`config.mk`:
```
export PLATFORM = sky130hd
export DESIGN_NAME = uart_rx_errfifo
export DESIGN_NICKNAME = d
export VERILOG_FILES = /design/src/rtl/uart_rx_pkg.sv /design/src/rtl/rx_line_sync.sv /design/src/rtl/rx_framer.sv /design/src/rtl/rx_tag_fifo.sv /design/src/rtl/uart_rx_errfifo.sv
export SDC_FILE = /design/constraint.sdc
export NUM_CORES = 2
export LEC_CHECK = 0
export ABC_CLOCK_PERIOD_IN_PS = 7100
export CAP_MARGIN = 10
export CORE_MARGIN = 4
export CORE_UTILIZATION = 50
export DETAILED_ROUTE_END_ITERATION = 6
export HOLD_SLACK_MARGIN = 0.05
export PLACE_DENSITY = 0.7
export SETUP_SLACK_MARGIN = 0.1
export SYNTH_ARGS = -nofsm -noshare
export SYNTH_HDL_FRONTEND = slang
export SYNTH_SLANG_ARGS = --single-unit
```
`constraint.sdc`:
```
create_clock -name clk -period 7.1 [get_ports clk]
set_input_delay 1.42 -clock clk [delete_from_list [all_inputs] [get_ports clk]]
set_output_delay 1.42 -clock clk [all_outputs]
set_load 0.02 [all_outputs]
```
`src/rtl/uart_rx_pkg.sv`:
```
package uart_rx_pkg;
   typedef struct packed {
      logic       brk;
      logic       fe;
      logic       pe;
      logic [7:0] data;
   } rx_char_t;

   typedef enum logic [2:0] {
      ST_IDLE, ST_START, ST_DATA, ST_PAR, ST_STOP, ST_STOP2, ST_BRKW
   } rx_st_e;
endpackage

```
`src/rtl/rx_line_sync.sv`:
```
module rx_line_sync #(
   parameter int STAGES = 2
) (
   input  logic clk,
   input  logic rst_n,
   input  logic din,
   output logic dout
);
   generate
      if (STAGES < 0 || STAGES > 4) begin : g_bad
         $error("rx_line_sync: STAGES must be 0..4");
      end
      if (STAGES == 0) begin : g_pass
         assign dout = din;
      end else begin : g_chain
         logic [STAGES-1:0] chain_q;
         always_ff @(posedge clk or negedge rst_n) begin
            if (!rst_n) chain_q <= '1;
            else        chain_q <= {chain_q[STAGES-2+((STAGES==1)?1:0):0], din};
         end
         assign dout = chain_q[STAGES-1];
      end
   endgenerate
endmodule

```
`src/rtl/rx_framer.sv`:
```
module rx_framer
   import uart_rx_pkg::*;
(
   input  logic     clk,
   input  logic     rst_n,
   input  logic     tick,
   input  logic     rx,
   input  logic [1:0] cfg_bits,
   input  logic     cfg_par_en,
   input  logic     cfg_par_even,
   input  logic     cfg_two_stop,
   output logic     out_valid,
   output rx_char_t out_char
);
   rx_st_e     st;
   logic [3:0] cnt;
   logic [2:0] bit_idx;
   logic [7:0] shreg;
   logic       par_acc, zero_all, prev_rx;
   logic [2:0] last_idx;

   assign last_idx = {1'b0, cfg_bits} + 3'd4;

   always_ff @(posedge clk or negedge rst_n) begin
      if (!rst_n) begin
         st <= ST_IDLE; cnt <= '0; bit_idx <= '0; shreg <= '0;
         par_acc <= 1'b0; zero_all <= 1'b1; prev_rx <= 1'b1;
         out_valid <= 1'b0; out_char <= '0;
      end else begin
         out_valid <= 1'b0;
         if (tick) begin
            prev_rx <= rx;
            case (st)
               ST_IDLE: if (prev_rx && !rx) begin
                  st <= ST_START; cnt <= '0;
               end
               ST_START: begin
                  cnt <= cnt + 4'd1;
                  if (cnt == 4'd7) begin
                     cnt <= '0;
                     if (!rx) begin
                        st <= ST_DATA; bit_idx <= '0; shreg <= '0;
                        par_acc <= 1'b0; zero_all <= 1'b1;
                     end else st <= ST_IDLE;
                  end
               end
               ST_DATA: begin
                  cnt <= cnt + 4'd1;
                  if (cnt == 4'd15) begin
                     shreg[bit_idx] <= rx;
                     par_acc <= par_acc ^ rx;
                     zero_all <= zero_all & !rx;
                     if (bit_idx == last_idx) st <= cfg_par_en ? ST_PAR : ST_STOP;
                     else bit_idx <= bit_idx + 3'd1;
                  end
               end
               ST_PAR: begin
                  cnt <= cnt + 4'd1;
                  if (cnt == 4'd15) begin
                     par_acc <= par_acc ^ rx;
                     zero_all <= zero_all & !rx;
                     st <= ST_STOP;
                  end
               end
               ST_STOP: begin
                  cnt <= cnt + 4'd1;
                  if (cnt == 4'd15) begin
                     if (zero_all && !rx && cfg_two_stop) st <= ST_STOP2;
                     else if (zero_all && !rx) begin
                        out_valid <= 1'b1;
                        out_char <= '{brk: 1'b1, fe: 1'b0, pe: 1'b0, data: 8'h00};
                        st <= ST_BRKW;
                     end else begin
                        out_valid <= 1'b1;
                        out_char <= '{brk: 1'b0, fe: !rx,
                                      pe: cfg_par_en & (par_acc ^ !cfg_par_even),
                                      data: shreg};
                        st <= ST_IDLE;
                     end
                  end
               end
               ST_STOP2: begin
                  cnt <= cnt + 4'd1;
                  if (cnt == 4'd15) begin
                     out_valid <= 1'b1;
                     if (!rx) begin
                        out_char <= '{brk: 1'b1, fe: 1'b0, pe: 1'b0, data: 8'h00};
                        st <= ST_BRKW;
                     end else begin
                        out_char <= '{brk: 1'b0, fe: 1'b1,
                                      pe: cfg_par_en & (par_acc ^ !cfg_par_even),
                                      data: shreg};
                        st <= ST_IDLE;
                     end
                  end
               end
               ST_BRKW: if (rx) st <= ST_IDLE;
               default: st <= ST_IDLE;
            endcase
         end
      end
   end


   brk_zero_chk: assert property (@(posedge clk) disable iff (!rst_n)
      (out_valid && out_char.brk) |-> (out_char.data == 8'h00 && !out_char.pe && !out_char.fe));

   brk_quiet_chk: assert property (@(posedge clk) disable iff (!rst_n)
      (st == ST_BRKW) |=> !out_valid);

   glitch_drop_chk: assert property (@(posedge clk) disable iff (!rst_n)
      (st == ST_START && tick && cnt == 4'd7 && rx) |=> (st == ST_IDLE));
endmodule

```
`src/rtl/rx_tag_fifo.sv`:
```
module rx_tag_fifo #(
   parameter int DEPTH = 128,
   parameter int W     = 11
) (
   input  logic         clk,
   input  logic         rst_n,
   input  logic         push,
   input  logic [W-1:0] wr_word,
   input  logic         pop,
   output logic [W-1:0] rd_word,
   output logic         empty,
   output logic         full
);
   localparam int AW = $clog2(DEPTH);
   localparam int CW = AW + 1;

   generate
      if (DEPTH < 2 || (1 << AW) != DEPTH) begin : g_bad
         $error("rx_tag_fifo: DEPTH must be a power of two, at least 2");
      end
   endgenerate

   logic [W-1:0]  mem [DEPTH];
   logic [AW-1:0] wr_ptr, rd_ptr;
   logic [CW-1:0] cnt;

   always_ff @(posedge clk) begin
      if (push) mem[wr_ptr] <= wr_word;
   end

   always_ff @(posedge clk or negedge rst_n) begin
      if (!rst_n) begin
         wr_ptr <= '0; rd_ptr <= '0; cnt <= '0;
      end else begin
         if (push) wr_ptr <= wr_ptr + 1'b1;
         if (pop)  rd_ptr <= rd_ptr + 1'b1;
         case ({push, pop})
            2'b10:   cnt <= cnt + 1'b1;
            2'b01:   cnt <= cnt - 1'b1;
            default: cnt <= cnt;
         endcase
      end
   end

   assign rd_word = mem[rd_ptr];
   assign empty   = (cnt == '0);
   assign full    = (cnt == CW'(DEPTH));


   no_overflow_chk: assert property (@(posedge clk) disable iff (!rst_n)
      (push && full) |-> pop);

   no_underflow_chk: assert property (@(posedge clk) disable iff (!rst_n)
      pop |-> !empty);

   cnt_bound_chk: assert property (@(posedge clk) disable iff (!rst_n)
      cnt <= CW'(DEPTH));
endmodule

```
`src/rtl/uart_rx_errfifo.sv`:
```
module uart_rx_errfifo
   import uart_rx_pkg::*;
#(
   parameter int DEPTH       = 128,
   parameter int SYNC_STAGES = 2
) (
   input  logic       clk,
   input  logic       rst_n,
   input  logic       tick16,
   input  logic       rx_in,
   input  logic [1:0] cfg_data_bits,
   input  logic       cfg_par_en,
   input  logic       cfg_par_even,
   input  logic       cfg_two_stop,
   input  logic       lsi_enable,
   input  logic       hold_rd,
   input  logic       stat_rd,
   output logic [7:0] rd_data,
   output logic       data_ready,
   output logic       overrun_err,
   output logic       parity_err,
   output logic       framing_err,
   output logic       break_err,
   output logic       lsi_irq
);
   localparam int W  = $bits(rx_char_t);
   localparam int CW = $clog2(DEPTH) + 1;

   logic     rx_s, fr_valid, empty, full, push, pop, ovr_q, ovr_set;
   rx_char_t fr_char, head;
   logic [W-1:0]  head_w;
   logic [CW-1:0] err_cnt;
   logic     inc_err, dec_err;

   rx_line_sync #(.STAGES(SYNC_STAGES)) i_sync (
      .clk(clk), .rst_n(rst_n), .din(rx_in), .dout(rx_s));

   rx_framer i_framer (
      .clk(clk), .rst_n(rst_n), .tick(tick16), .rx(rx_s),
      .cfg_bits(cfg_data_bits), .cfg_par_en(cfg_par_en),
      .cfg_par_even(cfg_par_even), .cfg_two_stop(cfg_two_stop),
      .out_valid(fr_valid), .out_char(fr_char));

   assign pop     = hold_rd && !empty;
   assign push    = fr_valid && (!full || pop);
   assign ovr_set = fr_valid && full && !pop;

   rx_tag_fifo #(.DEPTH(DEPTH), .W(W)) i_fifo (
      .clk(clk), .rst_n(rst_n), .push(push), .wr_word(fr_char),
      .pop(pop), .rd_word(head_w), .empty(empty), .full(full));

   assign head    = rx_char_t'(head_w);
   assign inc_err = push && (fr_char.pe || fr_char.fe || fr_char.brk);
   assign dec_err = pop && (head.pe || head.fe || head.brk);

   always_ff @(posedge clk or negedge rst_n) begin
      if (!rst_n) begin
         ovr_q <= 1'b0; err_cnt <= '0;
      end else begin
         if (ovr_set)      ovr_q <= 1'b1;
         else if (stat_rd) ovr_q <= 1'b0;
         case ({inc_err, dec_err})
            2'b10:   err_cnt <= err_cnt + 1'b1;
            2'b01:   err_cnt <= err_cnt - 1'b1;
            default: err_cnt <= err_cnt;
         endcase
      end
   end

   assign data_ready  = !empty;
   assign rd_data     = empty ? 8'h00 : head.data;
   assign parity_err  = !empty && head.pe;
   assign framing_err = !empty && head.fe;
   assign break_err   = !empty && head.brk;
   assign overrun_err = ovr_q;
   assign lsi_irq     = lsi_enable && (ovr_q || err_cnt != '0);


   ovr_cause_chk: assert property (@(posedge clk) disable iff (!rst_n)
      $rose(ovr_q) |-> $past(fr_valid && full));

   ovr_hold_chk: assert property (@(posedge clk) disable iff (!rst_n)
      (ovr_q && !stat_rd) |=> ovr_q);

   irq_gate_chk: assert property (@(posedge clk) disable iff (!rst_n)
      lsi_irq |-> lsi_enable);

   err_track_chk: assert property (@(posedge clk) disable iff (!rst_n)
      (empty && !ovr_q && lsi_enable) |-> !lsi_irq);
endmodule

```
== Word level (Yosys, flattened, before mapping) ==
Memory sizes are Yosys's and may differ from the RTL's.
Cells that the tools add are included.

* Register bits after elaboration: 66
* RAM bits: 1408
* Bits of input ports: 12
* Output and inout port bits: 14
* Logic and storage cells: 158
* Memories kept: 1

{| class="wikitable"
|+ Memories
! memory !! depth !! width !! rd ports !! clocked after memory_dff !! write ports !! RTL line !! source
|-
| i_fifo.mem || 128 || 11 || 1 || 0 || 1 || rx_tag_fifo.sv:23 || <nowiki>logic [W-1:0] mem [DEPTH];</nowiki>
|}

* $add $sub $neg: 9
* $lt $le $gt $ge: 2
* Equality and inequality tests: 26
* Mux-type cells: 55
* Bitwise logic cells: 4
* Reductions and logical operators: 43

{| class="wikitable"
|+ Operators by type and width
! cell !! count
|-
| 11-bit two-way mux || 5
|-
| 3-bit two-way mux || 16
|-
| 8-bit one-hot mux with 2 select lines || 3
|-
| 8-bit two-way mux || 4
|-
| 11-bit one-hot mux with 2 select lines || 1
|-
| 3-bit one-hot mux with 7 select lines || 1
|-
| 8-bit by 1-bit adder with 8-bit output, second input constant || 2
|-
| 2-bit by 1-bit != test with 1-bit output, second input constant || 8
|-
| 8-bit by 1-bit subtractor with 8-bit output, second input constant || 2
|-
| 1-bit two-way mux || 15
|-
| 5-bit AND reduction || 3
|-
| 7-bit by 1-bit adder with 7-bit output, second input constant || 2
|-
| 1-bit logical AND || 14
|-
| 4-bit one-hot mux with 3 select lines || 1
|-
| 2-bit nonzero test || 6
|-
| 3-bit equality test, second input constant || 3
|-
| 9-bit AND reduction || 1
|-
| 8-bit bitwise mux || 1
|-
| 8-bit equality test, second input constant || 1
|-
| 8-bit logical NOT || 1
|-
| 4-bit two-way mux || 2
|-
| 2-bit != test, second input constant || 4
|-
| 8-bit nonzero test || 1
|-
| 3-bit by 2-bit equality test with 1-bit output, second input constant || 2
|-
| 25 further kinds || 40
|}

== Depth between registers and ports, before layout ==
* Word-level depth: 8
* Depth in mapped cells: 21
* Mapped depth without buffers: 16

== By module ==
From an unflattened synthesis, not the netlist that was laid out.

* Cells, all modules: 2952
* Area total of the unflattened synthesis: 58324.7 um2

{| class="wikitable"
|+ By module, submodules not included
! module !! instances !! cells each !! area an instance (um2) !! sequential area each (um2)
|-
| rx_tag_fifo || 1 || 2665 || 55627.1 || 42831.1
|-
| rx_framer || 1 || 189 || 1841.8 || 828.3
|-
| uart_rx_errfifo || 1 || 96 || 803.3 || 225.2
|-
| rx_line_sync || 1 || 2 || 52.6 || 52.6
|}

== Least setup slack after synthesis ==
OpenSTA, ideal clock, no wires.

* Path kind: reg2reg
* From: register i_fifo.rd_ptr[0]
* To: register err_cnt[7]
* Library setup time: 79 ps
* Data arrival time: 4447 ps
* Required time: 7021 ps
* Path slack: 2574 ps
* Cell stages (with the launch flop): 19
* Buffers on the path: 4
* Period minus slack after synthesis: 4526 ps
* Path through: dfrtp_1 > buf_2 > buf_2 > buf_4 > buf_4 > mux4_2 > mux2i_1 > nor2_1 > o41ai_1 > a311oi_1 > ha_1 > ha_1 > a21o_1 > a21oi_1 > o21bai_1 > a2111o_1 > and3_1 > nor3_1 > xor2_1

* Word-level cells in the longest chain between the ends: 6
* Elaborated cells on any way between the ends: 8
* Those cells by class: 2 x eq/ne; 1 x mux; 4 x reduce/logical; 1 x memory

{| class="wikitable"
|+ Ends and longest elaborated chain
! what !! RTL line !! source
|-
| from (decl) || rx_tag_fifo.sv:24 || <nowiki>logic [AW-1:0] wr_ptr, rd_ptr;</nowiki>
|-
| from (signal assigned) || rx_tag_fifo.sv:36 || <nowiki>if (pop) rd_ptr <= rd_ptr + 1'b1;</nowiki>
|-
| memory read 128 x 11 bit (*) || n/a ||
|-
| 1-bit logical OR || uart_rx_errfifo.sv:54 || <nowiki>assign dec_err = pop && (head.pe || head.fe || head.brk);</nowiki>
|-
| 1-bit logical OR (*) || uart_rx_errfifo.sv:54 ||
|-
| 1-bit logical AND (*) || uart_rx_errfifo.sv:54 ||
|-
| 2-bit by 1-bit equality test with 1-bit output or 2-bit equality test (tied branches) || uart_rx_errfifo.sv:62 || <nowiki>case ({inc_err, dec_err})</nowiki>
|-
| 8-bit one-hot mux with 2 select lines or 2-bit nonzero test (tied branches) || n/a ||
|-
| to (signal assigned) || uart_rx_errfifo.sv:63 || <nowiki>2'b10: err_cnt <= err_cnt + 1'b1;</nowiki>
|-
| to (signal assigned) || uart_rx_errfifo.sv:64 || <nowiki>2'b01: err_cnt <= err_cnt - 1'b1;</nowiki>
|-
| to (signal assigned) || uart_rx_errfifo.sv:65 || <nowiki>default: err_cnt <= err_cnt;</nowiki>
|-
| to (decl) || uart_rx_errfifo.sv:32 || <nowiki>logic [CW-1:0] err_cnt;</nowiki>
|}

Every way passes the cells marked *; elsewhere a longest branch is shown, timed or not.
A chain may end at the register's enable or synchronous reset.

== Worst setup path after layout ==
* From: register i_fifo.rd_ptr[0]
* To: output port rd_data[1]

* Word-level cells in the longest chain between the ends: 2

{| class="wikitable"
|+ Ends and longest elaborated chain
! what !! RTL line !! source
|-
| memory read 128 x 11 bit || n/a ||
|-
| 8-bit two-way mux || uart_rx_errfifo.sv:71 || <nowiki>assign rd_data = empty ? 8'h00 : head.data;</nowiki>
|-
| to (decl) || uart_rx_errfifo.sv:18 || <nowiki>output logic [7:0] rd_data,</nowiki>
|}

No other way between the ends.

==> flow_summary.toml <==
[pwr]
power.internal_uw = 15400
seqPwrFrac_pct = 46.7
p_switching_uw = 5580
power.density_mw_per_mm2 = 322
max-vdd-ir-drop_mv = 0.220
p_leak_uw = 0.0209
combinationalPowerShare_pct = 16.8
clockPowerShare_pct = 36.5
netSwitchingFraction_pct = 26.6

[synth]
synth_ff_type = "edfxtp_1"
synth_top_area_cell = "edfxtp_1"
yosys-top-cells-count = "1408 x edfxtp_1, 429 x mux4_2, 167 x nor2_1, 74 x clkbuf_1, 65 x nand2_1"
synth_seq_cells = 1474
post-synth-top-count-cell = "edfxtp_1"
synth_cells = 2631
postSynth.asyncResetShare_pct = 4.48
syn-num-nets = 2663
synth_edf_count = 1408
yosysUniqueCellTypes = 61
yosysWarnings = 0
synth.top_cell.area_share_pct = 73.3
synth_area_mm2 = 0.0577
synth_area_leaders = "edfxtp_1 73%, mux4_2 17%, dfrtp_1 2.7%"
syn_area_per_cell_um2 = 21.9
ys_seq_area_share_pct = 76.2

[timing]
rsz0062_at_grt = "no"
setup_viol = 0
fmax_mhz = 150
final.setup.tns_ns = 0
hold_viol_final = 0
fin_skew_ns = 0.0249
drv_slew = 0
fin_crit_sh_pct = 94.0
slew_headroom_pct = 18.5
fin_ws_ns = 0.428
post-route-min-period_ns = 6.67
tightestPinTransition_ns = 1.22

[worst_setup_path]
crit_path_end_kind = "output port"
cp_data_arrival_time_ns = 5.25
crit_required_ns = 5.68
start_kind = "flip-flop"
critical_path_class = "reg2out"
path_max_fanout = 35

[clock_network]
root_buffer = "clkbuf_16"
post-cts-setup-buffers = 0
cts_buffers = 147
post_cts_resized = 0
htreeDepth = 4
clk_pin_slew_ns = 0.06
clkLatencyLatePin_ns = 0.76
clockBufferDepth = 3
tritoncts = "built"
hold_buffers = 0
cts_sinks = 1474

[global_route]
grt_pass1_wl_um = 199000
antenna_found_initial = 6
grt_pass1_vias = 28600
track_usage_pct = 22.4
grt_max_degree = 131
grt_overflow = 0

[drt]
first_iter_violations = 3872
vias = 28200
vias_per_cell = 6.33
ant_nets = 0
wl_per_cell_um = 30.0
drc = 0
drtPass1Iterations = 5
drt-total-wl_um = 134000

[placement]
globalplace.congestion = 0.818
dp_hpwl_um = 81900
pre_cts_slack_ns = 1.12
place_inst = 4173
port_buffers = 25

[die]
dieArea_mm2 = 0.121
initial_core_util_pct = 50.4
pin_count = 26
core_mm2 = 0.114
fp-row-count = 124
die_w_um = 348
die_h_um = 348

[cells_and_area]
syn2layout_area_growth_pct = 13.2
seqCellArea_mm2 = 0.0440
drive_above_1_share_pct = 28.3
nets = 2854
layout.cells.non_filler = 4450
num-fill-cells = 8052
multi_input_area_mm2 = 0.0130
diodes = 0

[job]
maxCapViolations = 0

[run_status]
status = "finished, final reports clean"

[worst_hold_path]
hold_class = "reg2reg"
## registers in the layout (all words and copies together) (netlist names)
name and flops:
err_cnt 8, i_fifo.cnt 8, i_fifo.mem 1408, i_fifo.rd_ptr 7, i_fifo.wr_ptr 7, i_framer.bit_idx 3
i_framer.cnt 4, i_framer.out_char 11, i_framer.out_valid 1, i_framer.par_acc 1, i_framer.prev_rx 1, i_framer.shreg 8
i_framer.st 3, i_framer.zero_all 1, i_sync.g_chain.chain_q 2, overrun_err 1
## cells by family after synthesis
group	share of synthesized area, %
AO/OA/AOI/OAI	1.98
flip-flops	76.2
multiplexers	17.2
XOR/XNOR	0.440
AND/OR/NAND/NOR	2.40
adder cells (fa/ha/maj)	0.460
buffers and inverters	1.29
## critical path: stages (launching register included)
cell             delay, ns
dfrtp_4               0.88
buf_4                 0.55
buf_4                 0.41
mux4_2                0.57
mux4_2                0.56
mux4_2                0.56
a22o_1                0.33
clkdlybuf4s50_1       0.57
## power groups by stage
stage | clock (µW) | combinational (µW) | sequential [µW]
floorplan | 0 | 2840 | 9700
global placement | 0 | 3490 | 9980
detailed placement | 0 | 3550 | 9990
CTS | 7770 | 3560 | 9800
global route | 8170 | 3770 | 9820
finish | 7650 | 3530 | 9800
## cell type report
class / count / area share [%]
Clock buffer: 180 / 5.96
Clock inverter: 85 / 1.37
Inverter: 25 / 0.148
Multi-Input combinational cell: 992 / 19.9
Sequential cell: 1474 / 67.4
Tap cell: 1512 / 2.90
Timing Repair Buffer: 182 / 2.34
## worst paths after layout
kind / end / depth (start not counted) / slack, ns / startpoint
worst max-delay path: rd_data[1] / 7 / 0.43 / i_fifo.rd_ptr[0]
worst min-delay path: i_sync.g_chain.chain_q[1] / 0 / 0.35 / i_sync.g_chain.chain_q[0]
worst max register to register: err_cnt[7] / 17 / 1.32 / i_fifo.rd_ptr[0]
worst min register to register: i_sync.g_chain.chain_q[1] / 0 / 0.35 / i_sync.g_chain.chain_q[0]
max in group asynchronous: i_fifo.rd_ptr[1] / 2 / 5.50 / rst_n
min in group asynchronous: err_cnt[4] / 2 / 0.89 / rst_n
## cells in the final DEF, fill, tap and decap left out, types with 11 or more instances in the layout
master           instances
o21ai_0                 47
ha_1                    18
clkdlybuf4s50_1         24
mux2i_1                 14
a22oi_1                 11
nor2b_1                 18
a22o_1                  24
a21oi_1                 27
dfrtp_4                 14
clkinv_1                32
bufinv_16               13
inv_1                   23
clkbuf_16              149
nand3_1                 19
mux4_2                 429
clkinv_2                22
buf_4                  149
nor3_1                  17
edfxtp_1              1408
dfrtp_1                 47
mux2_2                  12
nor2_1                 166
xor2_1                  11
nand2_1                 65
xnor2_1                 18
clkbuf_1                26
## layer usage
layer	GRT usage, %	wire (µm)	up-vias
met2	34.6	64100	1582
met1	33.0	52800	14900
li1	-	-	11400
met4	6.21	3320	2
met5	0	13	-
met3	4.70	13500	234
## metrics by stage
stage | hold slack, ns | power (µW) | cell area, µm² | utilization [%]
after detailed placement | 0.347 | 13500 | 60400 | 52.8
after CTS | 0.356 | 21100 | 65100 | 57.0
after global placement | 0.349 | 13500 | 60300 | 52.8
after global routing | 0.365 | 21800 | 65300 | 57.1
final | 0.355 | 21000 | 65300 | 57.1
after floorplan | 0.345 | 12500 | 57700 | -
Power figures use the tool's default switching activity.
